$ cat src/rtl/cwg_pkg.sv
package cwg_pkg;

  typedef enum logic [2:0] {
    CMD_READ  = 3'd0,
    CMD_WRITE = 3'd1,
    CMD_ERASE = 3'd2,
    CMD_ERAL  = 3'd3,
    CMD_WRAL  = 3'd4,
    CMD_WEN   = 3'd5,
    CMD_WDS   = 3'd6,
    CMD_NONE  = 3'd7
  } cmd_e;

  // start bit plus two opcode bits
  localparam int unsigned HDR_LEN = 3;

  function automatic int unsigned max2(input int unsigned a, input int unsigned b);
    return (a > b) ? a : b;
  endfunction

endpackage

$ cat src/rtl/cwg_tally.sv
module cwg_tally #(
  parameter int unsigned CW  = 5,
  parameter int unsigned SAT = 28
) (
  input  logic          clk,
  input  logic          rst_n,
  input  logic          start,
  input  logic          rise,
  input  logic          fall,
  output logic [CW-1:0] tally_q,
  output logic [CW-1:0] tally_eff,
  output logic          armed_q
);

  localparam logic [CW-1:0] SAT_V = CW'(SAT);
  localparam logic [CW-1:0] ONE_V = CW'(1);

  logic [CW-1:0] tally_inc;
  logic [CW-1:0] tally_d;
  logic          armed_d;
  logic          en;

  always_comb begin
    tally_inc = (tally_q >= SAT_V) ? SAT_V : tally_q + ONE_V;
    if (start) begin
      tally_eff = ONE_V;
    end else if (rise && armed_q) begin
      tally_eff = tally_inc;
    end else begin
      tally_eff = tally_q;
    end
  end

  always_comb begin
    armed_d = armed_q;
    tally_d = tally_q;
    if (start) begin
      armed_d = 1'b1;
      tally_d = ONE_V;
    end else if (fall) begin
      armed_d = 1'b0;
      tally_d = '0;
    end else if (rise && armed_q) begin
      tally_d = tally_inc;
    end
  end

  assign en = start | rise | fall;

  always_ff @(posedge clk or negedge rst_n) begin
    if (!rst_n) begin
      tally_q <= '0;
      armed_q <= 1'b0;
    end else if (en) begin
      tally_q <= tally_d;
      armed_q <= armed_d;
    end
  end

endmodule

$ cat src/rtl/cwg_length.sv
module cwg_length
  import cwg_pkg::*;
#(
  parameter int unsigned CW          = 5,
  parameter int unsigned ADDR_W_WIDE = 8,
  parameter int unsigned DATA_W_WIDE = 16
) (
  input  cmd_e          cmd,
  input  logic          wide,
  output logic          guarded,
  output logic [CW-1:0] expect_len
);

  localparam int unsigned ADDR_W_NARROW = ADDR_W_WIDE + 1;
  localparam int unsigned DATA_W_NARROW = DATA_W_WIDE / 2;

  localparam logic [CW-1:0] WR_WIDE   = CW'(HDR_LEN + ADDR_W_WIDE + DATA_W_WIDE);
  localparam logic [CW-1:0] WR_NARROW = CW'(HDR_LEN + ADDR_W_NARROW + DATA_W_NARROW);
  localparam logic [CW-1:0] ER_WIDE   = CW'(HDR_LEN + ADDR_W_WIDE);
  localparam logic [CW-1:0] ER_NARROW = CW'(HDR_LEN + ADDR_W_NARROW);

  logic [CW-1:0] wr_len;
  logic [CW-1:0] er_len;

  always_comb begin
    wr_len = wide ? WR_WIDE : WR_NARROW;
    er_len = wide ? ER_WIDE : ER_NARROW;
    unique case (cmd)
      CMD_WRITE, CMD_WRAL: begin
        guarded    = 1'b1;
        expect_len = wr_len;
      end
      CMD_ERASE, CMD_ERAL: begin
        guarded    = 1'b1;
        expect_len = er_len;
      end
      default: begin
        guarded    = 1'b0;
        expect_len = '0;
      end
    endcase
  end

endmodule

$ cat src/rtl/cwg_verdict.sv
module cwg_verdict #(
  parameter int unsigned CW = 5
) (
  input  logic          clk,
  input  logic          rst_n,
  input  logic          fall,
  input  logic          armed,
  input  logic          guarded,
  input  logic [CW-1:0] tally_eff,
  input  logic [CW-1:0] expect_len,
  output logic          exec_q,
  output logic          reject_q
);

  logic judge;
  logic match;
  logic exec_d;
  logic reject_d;

  always_comb begin
    judge    = fall & armed & guarded;
    match    = (tally_eff == expect_len);
    exec_d   = judge & match;
    reject_d = judge & ~match;
  end

  always_ff @(posedge clk or negedge rst_n) begin
    if (!rst_n) begin
      exec_q   <= 1'b0;
      reject_q <= 1'b0;
    end else begin
      exec_q   <= exec_d;
      reject_q <= reject_d;
    end
  end

endmodule

$ cat src/rtl/clkcount_write_guard.sv
module clkcount_write_guard
  import cwg_pkg::*;
#(
  parameter int unsigned ADDR_W_WIDE = 8,
  parameter int unsigned DATA_W_WIDE = 16
) (
  input  logic       clk_i,
  input  logic       rst_ni,
  input  logic       start_i,
  input  logic       sck_rise_i,
  input  logic       cs_fall_i,
  input  logic [2:0] cmd_i,
  input  logic       org_wide_i,
  output logic       exec_o,
  output logic       reject_o
);

  localparam int unsigned LEN_WR_WIDE   = HDR_LEN + ADDR_W_WIDE + DATA_W_WIDE;
  localparam int unsigned LEN_WR_NARROW = HDR_LEN + ADDR_W_WIDE + 1 + DATA_W_WIDE / 2;
  localparam int unsigned MAX_LEN       = max2(LEN_WR_WIDE, LEN_WR_NARROW);
  localparam int unsigned SAT           = MAX_LEN + 1;
  localparam int unsigned CW            = $clog2(SAT + 1);

  logic [1:0]    rst_sync_q;
  logic          rst_n_s;
  logic [CW-1:0] tally_q;
  logic [CW-1:0] tally_eff;
  logic          armed_q;
  logic          guarded;
  logic [CW-1:0] expect_len;

  always_ff @(posedge clk_i or negedge rst_ni) begin
    if (!rst_ni) begin
      rst_sync_q <= 2'b00;
    end else begin
      rst_sync_q <= {rst_sync_q[0], 1'b1};
    end
  end
  assign rst_n_s = rst_sync_q[1];

  cwg_tally #(.CW(CW), .SAT(SAT)) u_tally (
    .clk       (clk_i),
    .rst_n     (rst_n_s),
    .start     (start_i),
    .rise      (sck_rise_i),
    .fall      (cs_fall_i),
    .tally_q   (tally_q),
    .tally_eff (tally_eff),
    .armed_q   (armed_q)
  );

  cwg_length #(
    .CW          (CW),
    .ADDR_W_WIDE (ADDR_W_WIDE),
    .DATA_W_WIDE (DATA_W_WIDE)
  ) u_length (
    .cmd        (cmd_e'(cmd_i)),
    .wide       (org_wide_i),
    .guarded    (guarded),
    .expect_len (expect_len)
  );

  cwg_verdict #(.CW(CW)) u_verdict (
    .clk        (clk_i),
    .rst_n      (rst_n_s),
    .fall       (cs_fall_i),
    .armed      (armed_q),
    .guarded    (guarded),
    .tally_eff  (tally_eff),
    .expect_len (expect_len),
    .exec_q     (exec_o),
    .reject_q   (reject_o)
  );

endmodule

$ cat config.mk
export PLATFORM = sky130hd
export DESIGN_NAME = clkcount_write_guard
export DESIGN_NICKNAME = d
export VERILOG_FILES = /design/src/rtl/cwg_pkg.sv /design/src/rtl/cwg_tally.sv /design/src/rtl/cwg_length.sv /design/src/rtl/cwg_verdict.sv /design/src/rtl/clkcount_write_guard.sv
export SDC_FILE = /design/constraint.sdc
export NUM_CORES = 1
export LEC_CHECK = 0
export BUFFER_PORTS_ARGS = -buffer_cell sky130_fd_sc_hd__buf_4
export CAP_MARGIN = 20
export CORE_ASPECT_RATIO = 1.1
export CORE_UTILIZATION = 40
export CTS_BUF_LIST = sky130_fd_sc_hd__clkbuf_4 sky130_fd_sc_hd__clkbuf_8
export DETAILED_ROUTE_END_ITERATION = 16
export PLACE_DENSITY = 0.69
export RECOVER_POWER = 100
export SYNTH_ARGS = -nofsm -noshare
export SYNTH_HDL_FRONTEND = slang
export SYNTH_SLANG_ARGS = --single-unit
$ cat constraint.sdc
create_clock -name clk_i -period 0.8 [get_ports clk_i]
set_input_delay 0.04 -clock clk_i [delete_from_list [all_inputs] [get_ports clk_i]]
set_output_delay 0.04 -clock clk_i [all_outputs]
set_load 0.02 [all_outputs]
# Yosys cells after proc, flatten, opt, wreduce, memory -nomap -nowiden

Cells that the tools add are included.

Add/sub/neg operators: 1
Magnitude comparators: 1
Equality and inequality tests: 5
Muxes and demuxes: 11
Bitwise operators: 7
Reduce and logical (&&, ||, !) cells: 6

Operator list:

| operator              | number |
|---|---|
| $mux W5               | 5 |
| $pmux W5 S2           | 1 |
| $eq A3 B2 Y1 const B  | 2 |
| $add A5 B1 Y5 const B | 1 |
| $eq A5 B5 Y1          | 1 |
| $ge A5 B5 Y1 const B  | 1 |
| $and A1 B1 Y1         | 4 |
| $mux W4               | 1 |
| $reduce_or A2 Y1      | 2 |
| $reduce_or A4 Y1      | 1 |
| $eq A3 B1 Y1 const B  | 1 |
| $eq A3 B3 Y1 const B  | 1 |
| $mux W1               | 3 |
| $mux W3               | 1 |
| $or A1 B1 Y1          | 2 |
| $reduce_and A2 Y1     | 1 |
| $reduce_bool A2 Y1    | 1 |
| $logic_and A1 B1 Y1   | 1 |
| $not A1 Y1            | 1 |

Flip-flop bits (word level): 10
Input bits: 9
Word-level logic and storage cells: 36

# Logic depth before layout (Yosys ltp)

Gate-level depths: netlist of the first run.

Word-level depth: 7
Mapped depth: 6
Gate-level depth less buffers: 6

# By module

Synthesis of the first run repeated with hierarchy kept, for this count alone.

Cell total of the unflattened synthesis: 64
Area total of the unflattened synthesis: 609.3 µm²

By module, submodules not included:

| module               | times used | cells an instance | area an instance (µm²) |
|---|---|---|---|
| cwg_tally            | 1          | 38                | 355.3 |
| cwg_verdict          | 1          | 12                | 128.9 |
| cwg_length           | 1          | 11                | 71.3 |
| clkcount_write_guard | 1          | 3                 | 53.8 |

# Worst setup path after synthesis of the first run

Ideal clock, no wire load.

Kind: register to register
Start point: register u_tally.tally_q[1]
End point: register u_verdict.exec_q
Setup time: 68 ps
Data arrival time: 1443 ps
Setup slack: -711 ps
Stages on the path, launching flop included: 7
Period minus slack after synthesis: 1511 ps
Cells stage by stage: dfrtp_1 -> ha_1 -> a31oi_1 -> a31o_2 -> and3_1 -> nor4_2 -> and4b_1

Word-level cells in the longest chain between the ends: 6
Elaborated cells on any way between the ends: 7

RTL lines:

| element                                              | RTL line          | RTL |
|---|---|---|
| start: declaration                                   | cwg_tally.sv:10   | `output logic [CW-1:0] tally_q,` |
| start signal: assignment                             | cwg_tally.sv:55   | `tally_q <= tally_d;` |
| $add A5 B1 Y5 / $ge A5 B5 Y1 (equally long branches) | cwg_tally.sv:24   | `tally_inc = (tally_q >= SAT_V) ? SAT_V : tally_q + ONE_V;` |
| $mux W5                                              | cwg_tally.sv:24   |  |
| $mux W5 (*)                                          | -                 |  |
| $mux W5 (*)                                          | cwg_tally.sv:25   | `if (start) begin` |
| $eq A5 B5 Y1 (*)                                     | cwg_verdict.sv:22 | `match = (tally_eff == expect_len);` |
| $and A1 B1 Y1 (*)                                    | cwg_verdict.sv:23 | `exec_d = judge & match;` |
| named net u_verdict.exec_d                           | cwg_verdict.sv:17 | `logic exec_d;` |
| end signal: assignment                               | cwg_verdict.sv:29 | `exec_q <= 1'b0;` |
| end signal: assignment                               | cwg_verdict.sv:32 | `exec_q <= exec_d;` |
| end: declaration                                     | cwg_verdict.sv:11 | `output logic exec_q,` |

Mark *: on every way through the listed nets, which the timed path passes. The rest lies on a longest branch.
A chain may end at the register's enable or synchronous reset.

# Final worst setup path of the first run

Same ends and word-level chain as after synthesis.

==> results.toml, run 1 <==
[grt]
grt_pass1_wl_um = 2760
grt_start_max_net_pins = 9
grt_pass1_vias = 677
grt_util_all_layers = 0.236
antenna_found_initial = 0
overflow = 0

[run]
maxCapViolCount = 0

[synth]
synth.top_cell.area_share = 0.398
synth_common_cells = "dfrtp_1 (10), nand3_1 (5), nor3_1 (5), inv_1 (4)"
async_flop_share = 1.00
netlist_top_cells_area = "dfrtp_1 (40%), a41oi_4 (4.4%), ha_1 (4.0%)"
synth_top_cell_by_area = "dfrtp_1"
synth_top_family_by_area = "simple AND/OR/NAND/NOR gates"
syn-num-nets = 75
seq_area_frac_synth = 0.398
syn_avg_cell_area_sq_um = 9.83
synth_area_sq_um = 629
synth_most_common_cell = "dfrtp_1"
synth_mux_area_frac = 0.0318
synth-edff-count = 0
ys_types = 33
synth_compound_area_frac = 0.179
yosys_warnings = 0
yosys.area_share.simple = 0.249
synthAdderAreaFrac = 0.0398
yosys_register_bits = 10
syn_inst = 64
synth_ff_type = "dfrtp_1"
synth_xor_area_frac = 0.0557

[final_layout]
seq_area_sq_um = 254
final_util = 0.768
fin_nets = 117
nFillCells = 102
layout-drive-gt1-share = 0.567
num_antenna_cells = 0
multi_input_area_sq_um = 464
syn_to_final_growth_pct = 73.2

[sta]
finalHoldViolations = 1
slew_viol_final = 0
worst_slack_ns = -0.712
rsz0062_at_grt = "yes"
fmax_mhz = 662
setup_viol = 9
post-route-period-util = 1.89
fin_crit_ns = 1.51
worst_clock_skew_ns = 0.000461
whs_ns = -0.00201

[drt]
drc = 0
viasPerCell = 5.33
avgRoutedWirePerCell_um = 14.5
dr.pass1.iters = 4
routed_wl_um = 1740
antenna_left = 0
via_count = 640
drt_iter0_markers = 10

[placed_design]
port-buffer-count = 10
dp_slack_ns = -0.759
place.gp.congestion = 0.792
place_hpwl_um = 1180

[min_path]
min_from = "start_i"
holdPathStages = 2
whs_endpoint = "u_tally.tally_q[4]$_DFFE_PN0P_"
min_path_type = "input port to flop"

[clocking]
clock_latency_ns = 0.25
clkTransAtPathRegs_ns = 0.06
cts-root-buf = "clkbuf_4"
cts_tree = "done"
cts_inserted_buffers = 3
cts_buffer_depth = 2
hold_buffers = 4
clock-sinks = 10
cts_htree_levels = 1

[worst_setup_path]
ff2ff_setup_slack_ns = -0.71
worst_ep_required_time_ns = 0.94
r2r_start = "u_tally.tally_q[1]$_DFFE_PN0P_"
start_kind = "flop"
worstPathArrival_ns = 1.65
ff2ff_path_depth = 6
critPathKind = "flop to flop"
cp_max_fo = 4
end_kind = "flop"
reg2reg_to = "u_verdict.exec_q$_DFF_PN0_"

[power_and_ir_drop]
ir_drop_v = 0.000984
powerDensity_nw_per_um2 = 1130
p_leak_nw = 0.485

[die]
die_area_sq_um = 1740
placementRows = 14
die_y_um = 43.6
fp.dieW_um = 39.8
initial_core_util = 0.444
core_area_sq_um = 1420
ios = 11

[outcome]
status = "finished with violations"
violations = "hold timing, setup timing"
cell usage in the layout, fill, tap and decap left out, drive strengths merged:
cell type    synthesis  routed
xor2                 2       2
buf                  1      33
mux2i                2       2
o21ai                2       2
clkbuf               0       4
a21oi                3       3
nor4                 2       2
and4bb               1       1
and4b                1       1
nand2                2       2
nor3                 5       5
a21o                 2       2
and2                 1       1
dfrtp               10      10
nor2                 3       3
a211oi               1       1
a31o                 1       1
nand4                1       1
inv                  4       4
a41oi                1       1
nand3                5       5
xnor2                2       2
conb                 1       1
nand2b               1       1
o21bai               1       1
or3                  1       1
dlygate4sd3          0       4
a31oi                2       2
and3                 1       1
ha                   2       2
or2                  1       1
nor2b                1       1
a21boi               1       1
state kept, by name (all words and copies together) (netlist names):
name and cells:
rst_sync_q 2, u_tally.armed_q 1, u_tally.tally_q 5, u_verdict.exec_q 1, u_verdict.reject_q 1
through the flow:
stage          instance area [sq um]  hold slack (ns)  setup TNS [ns]  power [mW]  instances
2_1_floorplan                    673           -0.256           -2.74       0.688         64
6_report                        1090         -0.00201           -3.53        1.23        120
4_1_cts                         1030         -0.00917           -3.23        1.21        117
3_5_place_dp                     900           -0.177           -3.62       0.831        108
5_1_grt                         1090          -0.0137           -4.03        1.31        120
3_3_place_gp                     900           -0.178           -3.49       0.825        108
cell type report:
| type | instances | share of cell area |
|---|---|---|
| well taps | 16 | 0.0184 |
| multi-input cells | 49 | 0.426 |
| inverters | 4 | 0.0138 |
| flip-flops and latches | 10 | 0.233 |
| repair buffers | 38 | 0.288 |
| clock buffers | 3 | 0.0207 |
critical path, stage by stage (launching register included):
cell and delay, ns:
dfrtp_2 0.42, ha_4 0.19, a31oi_4 0.08, a31o_4 0.23
a21oi_1 0.21, nor4_4 0.07, and4b_1 0.20
cell families (layout without fill, tap and decap cells):
| kind of cell | Yosys count | in the layout |
|---|---|---|
| XOR/XNOR | 4 | 4 |
| multiplexers | 2 | 2 |
| AO/OA/AOI/OAI | 14 | 14 |
| adder cells (fa/ha/maj) | 2 | 2 |
| buffers and inverters | 5 | 45 |
| flip-flops | 10 | 10 |
| AND/OR/NAND/NOR | 26 | 26 |
| other | 1 | 1 |
routing by layer:
| metal | share of wire | GRT usage |
|---|---|---|
| met3 | 0.018 | 0.0308 |
| met1 | 0.42 | 0.275 |
| met4 | 0.0098 | 0.0897 |
| met2 | 0.56 | 0.420 |
| met5 | 0 | 0 |
power breakdown:
group,switching (mW),internal (mW)
combinational,0.163,0.205
sequential,0.0232,0.526
clock,0.145,0.172
total,0.331,0.903
how the worst max path moves through the flow:
stage | start | end | slack [ns] | cells past startpoint
CTS | u_tally.tally_q[1]$_DFFE_PN0P_ | u_verdict.exec_q$_DFF_PN0_ | -0.70 | 6
finish | u_tally.tally_q[1]$_DFFE_PN0P_ | u_verdict.exec_q$_DFF_PN0_ | -0.71 | 6
global route | u_tally.tally_q[1]$_DFFE_PN0P_ | u_verdict.exec_q$_DFF_PN0_ | -0.79 | 5
detailed placement | u_tally.tally_q[0]$_DFFE_PN0P_ | u_verdict.exec_q$_DFF_PN0_ | -0.76 | 6
global placement | u_tally.tally_q[0]$_DFFE_PN0P_ | u_verdict.exec_q$_DFF_PN0_ | -0.74 | 6
floorplan | u_tally.tally_q[1]$_DFFE_PN0P_ | u_verdict.exec_q$_DFF_PN0_ | -0.67 | 6
what timing repair did:
item,in CTS,in global routing
resized for setup,13,9
buffers inserted,2,3
pin swaps,4,6
endpoints found under the setup margin,10,10
gates cloned,0,0
endpoints found under the hold margin,4,1
Note: power is estimated with default switching activity, not from simulation.
==> run 2, diff against run 1 <==
Settings changed: ABC_AREA from default to 1, PLACE_DENSITY 0.69 to default.
==> run 2 against run 1 <==
  * The flow finishes with violations (setup timing)
  * Clock power rose by 44%
  * Critical path depth rose by 4
  * Area after synthesis rose by 11%
  * Global-route usage fell by 3.3 points
==> results.toml, run 2 <==
[synth]
async_flop_share = 1.00
synth_compound_area_frac = 0.0378
netlist_top_cells_area = "dfrtp_1 (36%), nand2_1 (17%), nand3_1 (7.2%)"
synth-edff-count = 0
yosys_register_bits = 10
synth_mux_area_frac = 0
synth_area_sq_um = 696
ys_types = 21
syn_avg_cell_area_sq_um = 6.89
syn-num-nets = 112
synthAdderAreaFrac = 0.0360
synth_top_cell_by_area = "dfrtp_1"
yosys.area_share.simple = 0.478
synth_xor_area_frac = 0
synth_top_family_by_area = "simple AND/OR/NAND/NOR gates"
synth_common_cells = "nand2_1 (32), inv_1 (13), dfrtp_1 (10), nand3_1 (10), nor2_1 (10)"
yosys_warnings = 0
synth.top_cell.area_share = 0.360
syn_inst = 101
seq_area_frac_synth = 0.360
synth_most_common_cell = "nand2_1"
synth_ff_type = "dfrtp_1"

[grt]
grt_pass1_vias = 677
grt_start_max_net_pins = 9
overflow = 0
antenna_found_initial = 0
grt_pass1_wl_um = 2850
grt_util_all_layers = 0.203

[sta]
worst_slack_ns = -0.608
fin_setup_tns_ns = -3.31
rsz0062_at_grt = "yes"
fmax_mhz = 710
fin_crit_ns = 1.41
slew_viol_final = 0
worst_clock_skew_ns = 0.0109
post-route-period-util = 1.76
setup_viol = 10
finalHoldViolations = 0
whs_ns = 0.0545

[clocking]
clkTransAtPathRegs_ns = 0.07
cts_htree_levels = 1
clock_latency_ns = 0.27
cts_buffer_depth = 2
cts_inserted_buffers = 3
cts_tree = "done"
clock-sinks = 10
cts-root-buf = "clkbuf_4"

[worst_setup_path]
r2r_start = "u_tally.tally_q[1]$_DFFE_PN0P_"
crit_chain = "inv_2 > ha_4 > nand2_2 > nand2_1 > nand2_2 > nand3_2 > nand2_1 > nand3_2 > nor2_1 > nor2_1"
worst_ep_required_time_ns = 0.97
critPathSlowestCell = "dfrtp_2"
startpoint = "u_tally.tally_q[1]$_DFFE_PN0P_"
ff2ff_path_depth = 10
start_kind = "flop"
slowest_delay_ns = 0.44
crit_path_end = "u_verdict.reject_q$_DFF_PN0_"
cp_max_fo = 3
end_kind = "flop"
ff2ff_setup_slack_ns = -0.61
worstPathArrival_ns = 1.57
reg2reg_to = "u_verdict.reject_q$_DFF_PN0_"
critPathKind = "flop to flop"

[die]
fp.dieW_um = 41.8
die_y_um = 45.7
die_area_sq_um = 1910
placementRows = 15
initial_core_util = 0.436
ios = 11
core_area_sq_um = 1600

[power_and_ir_drop]
total_power_mw = 1.32
ir_drop_v = 0.00111
powerDensity_nw_per_um2 = 1240
p_leak_nw = 0.534

[drt]
antenna_left = 0
drc = 0
avgRoutedWirePerCell_um = 11.5
via_count = 732
routed_wl_um = 1710
drt_iter0_markers = 12
dr.pass1.iters = 4
viasPerCell = 4.91

[final_layout]
design_area_sq_um = 1070
nFillCells = 138
final_common_cell = "nand2_1"
syn_to_final_growth_pct = 53.2
final_cell_mix = "nand2_1 (30), buf_4 (17), inv_1 (10)"
num_antenna_cells = 0
reg_top3 = "u_tally.tally_q (5), rst_sync_q (2)"
fin_nets = 144
top_register = "u_tally.tally_q"
largest_reg_flops = 5
layout-drive-gt1-share = 0.439
fin_cells = 149

[outcome]
status = "finished with violations"
violations = "setup timing"

[placed_design]
dpl-instance-area_sq_um = 902
port-buffer-count = 10
placed_cells = 139
place_hpwl_um = 1260
place.gp.congestion = 0.809

[min_path]
holdPathStages = 3
min_path_type = "input port to flop"

[run]
maxCapViolCount = 0
run 2: cell count changes after synthesis, sizes merged, moves of 8 or more:
cell / before / now
nand3: 5 / 13
nand2: 2 / 36
inv: 4 / 14
nor2: 3 / 12
run 2: repair_timing:
action | CTS | global route
gates resized for setup | 13 | 9
endpoints found under the hold margin | 6 | 0
buffers inserted | 1 | 1
setup endpoints to repair | 10 | 10
pin swaps | 5 | 3
hold buffers | 4 | 0
run 2: kinds of logic (layout without fill, tap and decap cells):
| group | Yosys count | count (layout) |
|---|---|---|
| and+or+nand+nor | 69 | 69 |
| buffers and inverters | 15 | 46 |
| DFF | 10 | 10 |
| AOI/OAI and AO/OA | 4 | 4 |
| adders and majority gates | 2 | 2 |
| other | 1 | 1 |
run 2: how the worst min path moves through the flow:
stage / startpoint / slack, ns / end
after floorplan: rst_ni / -0.26 / rst_sync_q[0]$_DFF_PN0_
after global placement: rst_ni / -0.18 / rst_sync_q[0]$_DFF_PN0_
after detailed placement: rst_ni / -0.18 / rst_sync_q[0]$_DFF_PN0_
after CTS: start_i / 0.04 / u_tally.tally_q[2]$_DFFE_PN0P_
after global routing: start_i / 0.05 / u_tally.tally_q[1]$_DFFE_PN0P_
final: start_i / 0.05 / u_tally.tally_q[1]$_DFFE_PN0P_
run 2: per-stage QoR:
stage	worst slack, ns	util
3_3_place_gp	-0.589	0.565
5_1_grt	-0.702	0.668
4_1_cts	-0.635	0.649
6_report	-0.608	0.668
2_1_floorplan	-0.518	-
3_5_place_dp	-0.638	0.565
run 2: per-layer routing:
metal	vias up	share of wire	global-route usage
met5	-	0	0
li1	376	-	-
met3	6	0.033	0.0595
met1	335	0.40	0.243
met2	15	0.55	0.366
met4	0	0.015	0.0387
run 2: report_power, final:
part	switching [mW]	leakage (nW)	internal, mW	total (mW)
Clock	0.181	0.0210	0.276	0.458
Combinational	0.164	0.390	0.150	0.315
Sequential	0.0259	0.123	0.526	0.552
Total	0.371	0.534	0.952	1.32
run 2: final cells by class:
| class | instances | area, sq um | area share |
|---|---|---|---|
| repair buffers | 27 | 228 | 0.214 |
| clock buffers | 4 | 36.3 | 0.0340 |
| inverters | 15 | 61.3 | 0.0575 |
| multi-input cells | 76 | 464 | 0.435 |
| flip-flops and latches | 10 | 255 | 0.239 |
| well taps | 17 | 21.3 | 0.0200 |
run 2: critical path: cells and delay by family (launching register included):
kind          cells  cell delay (ns)
fa+ha+maj         1             0.21
flops             1             0.44
buf+inv           1             0.10
simple gates      8             0.55
==> run 3, diff against run 2 <==
Settings changed: BUFFER_PORTS_ARGS -buffer_cell sky130_fd_sc_hd__buf_4 to default, DONT_BUFFER_PORTS from default to 1, PLACE_DENSITY_LB_ADDON from default to 0.2.
==> run 3 against run 2 <==
  * The flow finishes with violations (hold timing, setup timing)
  * Clock-buffer cell count decreased by 1
  * Routed wire length decreased by 4.5%
  * Clock power decreased by 31%
  * Sequential cell count unchanged
  * Worst setup slack got worse by 0.059 ns
  * Via count decreased by 9.8%
  * Critical path type unchanged
  * Critical endpoint unchanged
  * Largest power group unchanged
==> results.toml, run 3 (same netlist as run 2, synthesis figures left out) <==
[die]
initial_core_util = 0.436
placementRows = 15
fp.dieW_um = 41.8
die_area_sq_um = 1910
ios = 11
core_area_sq_um = 1600
die_y_um = 45.7

[run]
maxCapViolCount = 0

[drt]
dr.pass1.iters = 4
viasPerCell = 4.85
routed_wl_um = 1630
antenna_left = 0
drt_iter0_markers = 14
drc = 0
via_count = 660
avgRoutedWirePerCell_um = 12.0

[grt]
overflow = 0
grt_pass1_vias = 649
grt_pass1_wl_um = 2590
grt_start_max_net_pins = 9
antenna_found_initial = 0
grt_util_all_layers = 0.184

[sta]
fin_setup_tns_ns = -3.82
whs_ns = -0.167
rsz0062_at_grt = "yes"
finalHoldViolations = 8
worst_slack_ns = -0.667
fmax_mhz = 682
worst_clock_skew_ns = 0.00650
setup_viol = 8
post-route-period-util = 1.83
slew_viol_final = 0
fin_crit_ns = 1.47

[min_path]
min_from = "cs_fall_i"
min_path_type = "input port to flop"

[power_and_ir_drop]
ir_drop_v = 0.00127
total_power_mw = 1.13
powerDensity_nw_per_um2 = 1150
p_leak_nw = 0.487

[clocking]
cts_buffer_depth = 2
hold_buffers = 1
clock_latency_ns = 0.26
clock-sinks = 10
clkTransAtPathRegs_ns = 0.06
cts_tree = "done"
cts_htree_levels = 1
cts_inserted_buffers = 3
cts-root-buf = "clkbuf_4"

[worst_setup_path]
start_kind = "flop"
r2r_start = "u_tally.tally_q[1]$_DFFE_PN0P_"
end_kind = "flop"
cp_max_fo = 3
critPathKind = "flop to flop"
worst_ep_required_time_ns = 0.94
startpoint = "u_tally.tally_q[1]$_DFFE_PN0P_"
worstPathArrival_ns = 1.61

[placed_design]
dpl-instance-area_sq_um = 820
place_hpwl_um = 1180
placed_cells = 128
dp_slack_ns = -0.669
place.gp.congestion = 0.832
port-buffer-count = 0

[final_layout]
fin_nets = 132
fin_cells = 136
num_antenna_cells = 0
top_register = "u_tally.tally_q"
largest_reg_flops = 5
final_util = 0.613
design_area_sq_um = 978
layout-drive-gt1-share = 0.403
reg_top3 = "u_tally.tally_q (5), rst_sync_q (2)"
final_common_cell = "nand2_1"
syn_to_final_growth_pct = 40.6
final_cell_mix = "nand2_1 (28), inv_1 (11), nand3_1 (9), dfrtp_1 (9)"

[outcome]
violations = "hold timing, setup timing"
status = "finished with violations"
[run 3: power by group]
part	internal (mW)	switching, mW	total (mW)	leakage, nW
logic	0.117	0.139	0.256	0.346
clock network	0.172	0.146	0.318	0.0138
registers	0.525	0.0304	0.556	0.127
total	0.814	0.315	1.13	0.487
[run 3: layer usage]
metal | vias up | track usage | share of wire
met5 | - | 0 | 0
met4 | 0 | 0.0774 | 0
met3 | 0 | 0.0476 | 0.016
met2 | 6 | 0.319 | 0.54
met1 | 300 | 0.220 | 0.44
li1 | 354 | - | -
[run 3: worst max-delay path, stage by stage, from the launching register on]
cell     delay (ns)
dfrtp_1        0.40
buf_6          0.13
ha_4           0.16
inv_2          0.06
nor2_4         0.04
a21oi_2        0.14
nor2_1         0.06
nor2_2         0.13
nand3_2        0.10
nor2_1         0.09
nor2_1         0.04
[run 3: path summary, 6_finish.rpt]
check                                                  to  slack (ns)  depth (start not counted)
setup reg to reg             u_verdict.reject_q$_DFF_PN0_       -0.67                         10
min in group asynchronous         rst_sync_q[0]$_DFF_PN0_        0.01                          1
setup / recovery             u_verdict.reject_q$_DFF_PN0_       -0.67                         10
hold reg to reg            u_tally.tally_q[2]$_DFFE_PN0P_        0.12                          0
max in group asynchronous     u_tally.armed_q$_DFFE_PN0P_        0.42                          0
hold / removal             u_tally.tally_q[4]$_DFFE_PN0P_       -0.17                          1
[run 3: area by class of cell]
class / count / area (sq um)
fillers: 154 / 617
multi-input cells: 76 / 484
repair buffers: 15 / 138
flip-flops and latches: 10 / 251
inverters: 15 / 61.3
clock buffers: 3 / 22.5
well taps: 17 / 21.3
[run 3: what timing repair did]
item	CTS	global route
endpoints found under the setup margin	8	8
pin swaps	7	10
hold endpoints to repair	10	8
gates resized for setup	10	16
setup buffers	2	2
